==> src/rtl/lsu_pkg.sv <==
package lsu_pkg;

    localparam int unsigned DATA_W = 32;
    localparam int unsigned LANES  = DATA_W / 8;
    localparam int unsigned OFS_W  = $clog2(LANES);

    typedef enum logic [1:0] {
        SZ_BYTE = 2'b00,
        SZ_HALF = 2'b01,
        SZ_WORD = 2'b10
    } size_e;

    typedef enum logic [1:0] {
        ST_IDLE,
        ST_ISSUE,
        ST_WAIT,
        ST_DONE
    } lsu_state_e;

    localparam logic [3:0] CAUSE_LD_MISAL = 4'd4;
    localparam logic [3:0] CAUSE_LD_FAULT = 4'd5;
    localparam logic [3:0] CAUSE_ST_MISAL = 4'd6;
    localparam logic [3:0] CAUSE_ST_FAULT = 4'd7;

    function automatic logic misaligned(input logic [1:0] sz, input logic [OFS_W-1:0] ofs);
        unique case (sz)
            SZ_BYTE: misaligned = 1'b0;
            SZ_HALF: misaligned = ofs[0];
            default: misaligned = (ofs != '0);
        endcase
    endfunction

endpackage

==> src/rtl/lsu_store_lanes.sv <==
module lsu_store_lanes
    import lsu_pkg::*;
#(
    parameter int unsigned NLANES = LANES
) (
    input  logic                        is_store,
    input  logic [1:0]                  size,
    input  logic [$clog2(NLANES)-1:0]   ofs,
    input  logic [8*NLANES-1:0]         wdata_in,
    output logic [8*NLANES-1:0]         wdata_out,
    output logic [NLANES-1:0]           wstrb
);
    localparam int unsigned OW = $clog2(NLANES);

    for (genvar i = 0; i < NLANES; i++) begin : g_lane
        localparam int unsigned HSRC = i % 2;
        logic sel;
        always_comb begin
            unique case (size)
                SZ_BYTE: begin
                    wdata_out[8*i +: 8] = wdata_in[7:0];
                    sel = (ofs == OW'(i));
                end
                SZ_HALF: begin
                    wdata_out[8*i +: 8] = wdata_in[8*HSRC +: 8];
                    sel = ((ofs >> 1) == OW'(i / 2));
                end
                default: begin
                    wdata_out[8*i +: 8] = wdata_in[8*i +: 8];
                    sel = 1'b1;
                end
            endcase
            wstrb[i] = is_store & sel;
        end
    end

endmodule

==> src/rtl/lsu_load_extract.sv <==
module lsu_load_extract
    import lsu_pkg::*;
#(
    parameter int unsigned NLANES = LANES
) (
    input  logic [8*NLANES-1:0]         rdata,
    input  logic [$clog2(NLANES)-1:0]   ofs,
    input  logic [1:0]                  size,
    input  logic                        zero_ext,
    output logic [8*NLANES-1:0]         value
);
    localparam int unsigned W = 8 * NLANES;

    logic [W-1:0] shifted;

    always_comb begin
        shifted = rdata >> (8 * ofs);
        unique case (size)
            SZ_BYTE: value = {{(W-8){~zero_ext & shifted[7]}}, shifted[7:0]};
            SZ_HALF: value = {{(W-16){~zero_ext & shifted[15]}}, shifted[15:0]};
            default: value = shifted;
        endcase
    end

endmodule

==> src/rtl/lsu_core.sv <==
module lsu_core
    import lsu_pkg::*;
#(
    parameter int unsigned ADDR_W = 32
) (
    input  logic              clk,
    input  logic              rst_n,
    input  logic              op_valid,
    input  logic              op_store,
    input  logic [1:0]        op_size,
    input  logic              op_unsigned,
    input  logic [ADDR_W-1:0] op_addr,
    input  logic [DATA_W-1:0] op_wdata,
    output logic              stall,
    output logic              done,
    output logic [DATA_W-1:0] load_data,
    output logic              exc_valid,
    output logic [3:0]        exc_cause,
    output logic [ADDR_W-1:0] exc_tval,
    output logic              req_valid,
    input  logic              req_ready,
    output logic [ADDR_W-1:0] req_addr,
    output logic              req_write,
    output logic [1:0]        req_size,
    output logic [DATA_W-1:0] req_wdata,
    output logic [LANES-1:0]  req_wstrb,
    output logic [3:0]        req_amo,
    input  logic              rsp_valid,
    input  logic [DATA_W-1:0] rsp_rdata,
    input  logic              rsp_err
);
    lsu_state_e state, state_nxt;

    logic              r_store, r_uns, r_misal, r_berr;
    logic [1:0]        r_size;
    logic [ADDR_W-1:0] r_addr;
    logic [DATA_W-1:0] r_wdata, r_rdata;
    logic [DATA_W-1:0] lane_wdata, ext_value;
    logic [LANES-1:0]  lane_strb;
    logic              op_misal;

    assign op_misal = misaligned(op_size, op_addr[OFS_W-1:0]);

    // next-state decode
    always_comb begin
        state_nxt = state;
        unique case (state)
            ST_IDLE:  if (op_valid) state_nxt = op_misal ? ST_DONE : ST_ISSUE;
            ST_ISSUE: if (req_ready) state_nxt = ST_WAIT;
            ST_WAIT:  if (rsp_valid) state_nxt = ST_DONE;
            ST_DONE:  state_nxt = ST_IDLE;
            default:  state_nxt = ST_IDLE;
        endcase
    end

    // state register
    always_ff @(posedge clk or negedge rst_n) begin
        if (!rst_n) state <= ST_IDLE;
        else        state <= state_nxt;
    end

    // operation and response capture
    always_ff @(posedge clk or negedge rst_n) begin
        if (!rst_n) begin
            r_store <= 1'b0;
            r_uns   <= 1'b0;
            r_misal <= 1'b0;
            r_berr  <= 1'b0;
            r_size  <= '0;
            r_addr  <= '0;
            r_wdata <= '0;
            r_rdata <= '0;
        end else begin
            if (state == ST_IDLE && op_valid) begin
                r_store <= op_store;
                r_uns   <= op_unsigned;
                r_misal <= op_misal;
                r_berr  <= 1'b0;
                r_size  <= op_size;
                r_addr  <= op_addr;
                r_wdata <= op_wdata;
            end
            if (state == ST_WAIT && rsp_valid) begin
                r_rdata <= rsp_rdata;
                r_berr  <= rsp_err;
            end
        end
    end

    lsu_store_lanes #(.NLANES(LANES)) u_lanes (
        .is_store  (r_store),
        .size      (r_size),
        .ofs       (r_addr[OFS_W-1:0]),
        .wdata_in  (r_wdata),
        .wdata_out (lane_wdata),
        .wstrb     (lane_strb)
    );

    lsu_load_extract #(.NLANES(LANES)) u_extract (
        .rdata    (r_rdata),
        .ofs      (r_addr[OFS_W-1:0]),
        .size     (r_size),
        .zero_ext (r_uns),
        .value    (ext_value)
    );

    // outputs
    always_comb begin
        req_valid = (state == ST_ISSUE);
        req_addr  = r_addr;
        req_write = r_store;
        req_size  = r_size;
        req_wdata = lane_wdata;
        req_wstrb = lane_strb;
        req_amo   = 4'h0;
        done      = (state == ST_DONE);
        stall     = op_valid && (state != ST_DONE);
        exc_valid = done && (r_misal || r_berr);
        if (r_misal) exc_cause = r_store ? CAUSE_ST_MISAL : CAUSE_LD_MISAL;
        else         exc_cause = r_store ? CAUSE_ST_FAULT : CAUSE_LD_FAULT;
        if (!exc_valid) exc_cause = 4'h0;
        exc_tval  = exc_valid ? r_addr : '0;
        load_data = (done && !r_store && !exc_valid) ? ext_value : '0;
    end

endmodule

==> config.mk <==
export PLATFORM = sky130hd
export DESIGN_NAME = lsu_core
export DESIGN_NICKNAME = d
export VERILOG_FILES = /design/src/rtl/lsu_pkg.sv /design/src/rtl/lsu_store_lanes.sv /design/src/rtl/lsu_load_extract.sv /design/src/rtl/lsu_core.sv
export SDC_FILE = /design/constraint.sdc
export NUM_CORES = 1
export LEC_CHECK = 0
export BUFFER_PORTS_ARGS = -buffer_cell sky130_fd_sc_hd__buf_2
export CORE_AREA = 2 2 120 122
export DETAILED_ROUTE_END_ITERATION = 12
export DIE_AREA = 0 0 122 124
export GPL_TIMING_DRIVEN = 0
export PLACE_DENSITY_LB_ADDON = 0.1
export SLEW_MARGIN = 30
export SYNTH_ARGS = -nofsm -noshare
export SYNTH_HDL_FRONTEND = slang
export SYNTH_SLANG_ARGS = --single-unit
==> constraint.sdc <==
create_clock -name clk -period 3.4 [get_ports clk]
set_input_delay 0.17 -clock clk [delete_from_list [all_inputs] [get_ports clk]]
set_output_delay 0.17 -clock clk [all_outputs]
set_load 0.01 [all_outputs]
==> impl_metrics.ini <==
[timing]
finalHoldViolCount = 0
fin_crit_sh_pct = 81.7
slew_headroom_pct = 44.3
finalCriticalPeriod_ps = 2780
fmax_ghz = 0.360
rsz0062_at_grt = false
finalSetupViolCount = 0
worst_hold_slack_ps = 38.8
finClkSkew_ps = 5.91
setup_tns_ps = 0
drv_slew = 0
layout_setup_ws_ps = 623
tightest_slew_ps = 836

[clock_network]
clockRootBuffer = clkbuf_16
clock-sinks = 104
h-tree-depth = 3
insertion_delay_ps = 360
cts_setup_buffers = 0
cts_max_path_buffers = 2
clkTransAtPathRegs_ps = 70
cts_tree = built
numCtsBuffers = 9

[power_and_ir_drop]
finalPower_uw = 7070
vdd_drop_max_mv = 0.403
p_per_area_nw_per_um2 = 975
p_leak_uw = 0.00367
power_frac_seq_pct = 33.8
switchingPower_uw = 2830
internal_power_uw = 4240
p_clk_share_pct = 14.2
swShare_pct = 40.1
p_comb_share_pct = 52.0

[min_path]
hold_class = in2reg

[setup_path]
cpPeakStageDelay_ps = 450
critPathKind = reg2out
cp_cell_sequence = ha_1, or4b_1, buf_2, nor3_2, o211ai_2, buf_6, o21ai_0, buf_2
crit_slowest_cell = or4b_1
critical_path_arrival_ps = 2610
required_ps = 3230
path_max_fanout = 10
crit_family = buffers and inverters
crit_top_cell = buf_2
startpoint_type = register
end_kind = primary output
cp.buffers_inverters = 3

[global_routing]
antenna_found_initial = 3
grt_pass1_wl_um = 24600
overflow = 0
grt_max_degree = 67
grt_pass1_vias = 4556
track_usage_pct = 21.6

[drt]
totalWireLength_um = 16200
detail-route-antenna-nets = 0
dr_total_vias = 4550
first_pass_iters = 4
via_per_inst = 4.97
wl_per_cell_um = 17.7
route.detailed.drc = 0
drtIter0Drc = 258

[final_layout]
fillers = 1297
layout.cells.most_common = buf_2
regArea_um2 = 2600
multi_input_area_um2 = 2590
fin_nets = 840
layout_common_cells = 252 x buf_2, 117 x mux2_2, 104 x dfrtp_1
drive_gt1_share_pct = 55.3
area_growth_pct = 33.3

[synthesis]
ys_seq_elements = 104
synth.distinct_cells = 32
yosysWarnings = 0
synthCells = 465
yosysSeqAreaShare_pct = 47.8
avgSynthCellArea_um2 = 11.7
syn_area_um2 = 5440

[floorplan]
coreArea_um2 = 13700
die-height_um = 124
start_util_pct = 39.7
fp-row-count = 43
dieArea_um2 = 15100
die_x_um = 122
ioPinCount = 253

[place]
port_buffers = 247
dp_hpwl_um = 12100
dp_slack_ps = 1030
gp_congestion = 0.825

[outcome]
status = complete, no violations

[run]
maxCapViolCount = 0
flip-flops by register name (all words and copies together), names as in the netlist:
name and flops:
r_wdata 32, r_rdata 32, req_addr 32, r_berr 1, req_write 1, req_size 2, r_misal 1, state 2
r_uns 1
cells in the mapped netlist (all sizes together):
library cell / n / area (µm²)
buf: 34 / 195
conb: 1 / 3.75
dfrtp: 104 / 2600
mux2: 117 / 1320
a222oi: 1 / 10.0
nand2: 20 / 75.1
o211ai: 2 / 20.0
o21a: 3 / 22.5
ha: 5 / 62.6
nor2b: 11 / 68.8
clkbuf: 12 / 45.0
a211o: 1 / 8.76
nor4b: 1 / 15.0
nor2: 22 / 82.6
nand3: 3 / 15.0
nand2b: 1 / 6.26
o21ai: 27 / 135
and3: 2 / 12.5
or4b: 1 / 10.0
nand3b: 1 / 7.51
a211oi: 21 / 158
mux4: 1 / 22.5
nor3: 1 / 10.0
a21oi: 5 / 25.0
inv: 7 / 26.3
and2: 34 / 213
mux2i: 27 / 270
power by group through the flow:
stage	clock network, µW	registers (µW)	logic, µW
3_5_place_dp	0	2400	3710
4_1_cts	1030	2380	3730
6_report	1000	2390	3680
2_1_floorplan	0	2350	2340
3_3_place_gp	0	2360	3670
5_1_grt	1090	2490	4020
worst register-to-register path, stage by stage, from the launching register on:
cell,delay (ps)
dfrtp_1,390
inv_1,100
ha_1,250
nand2_1,230
buf_1,580
mux2_2,410
metal layers:
layer  vias up  GRT usage, %  wire length (µm)  part of all wire (%)
met3        12          6.41              1440                   8.9
met4         2          6.61               158                  0.97
li1       2139             -                 -                     -
met2       196          35.4              7770                    48
met5         -             0                13                 0.080
met1      2201          27.7              6830                    42
cells by family after synthesis:
kind of cell | share of synthesized area (%)
adders and majority gates | 1.15
muxes | 29.6
DFF | 47.8
AOI/OAI and AO/OA | 6.97
other | 0.0689
and+or+nand+nor | 9.48
buffers and inverters | 4.90
path summary, 6_finish.rpt:
path	from	to	slack, ps	cells after the start
setup / recovery	state[1]$_DFFE_PN0P_	load_data[24]	620	8
hold / removal	op_addr[30]	req_addr[30]$_DFFE_PN0P_	40	2
setup reg to reg	state[0]$_DFFE_PN0P_	r_rdata[22]$_DFFE_PN0P_	1330	5
hold reg to reg	r_rdata[6]$_DFFE_PN0P_	r_rdata[6]$_DFFE_PN0P_	500	1
max in group asynchronous	rst_n	r_wdata[1]$_DFFE_PN0P_	2430	3
min in group asynchronous	rst_n	r_wdata[22]$_DFFE_PN0P_	290	2
cell type report:
| cell class | instances | share of cell area, % |
|---|---|---|
| Sequential cell | 104 | 35.9 |
| Inverter | 7 | 0.362 |
| Timing Repair Buffer | 249 | 17.7 |
| Multi-Input combinational cell | 312 | 35.7 |
| Clock buffer | 11 | 3.49 |
| Tap cell | 180 | 3.11 |
| Clock inverter | 5 | 0.431 |
| Buffer | 46 | 3.31 |
| Antenna cell | 2 | 0.0690 |
metrics by stage:
step / utilization, % / area (µm²) / instances
floorplan: - / 5460 / 469
global placement: 50.4 / 6920 / 896
detailed placement: 50.7 / 6950 / 897
CTS: 52.8 / 7240 / 914
global route: 52.8 / 7240 / 914
finish: 52.8 / 7250 / 916
repair_timing:
action	in CTS	in global routing
hold buffers	1	0
hold endpoints to repair	38	0
resized for setup	0	0
No activity file was read; power rests on OpenSTA's default activity.
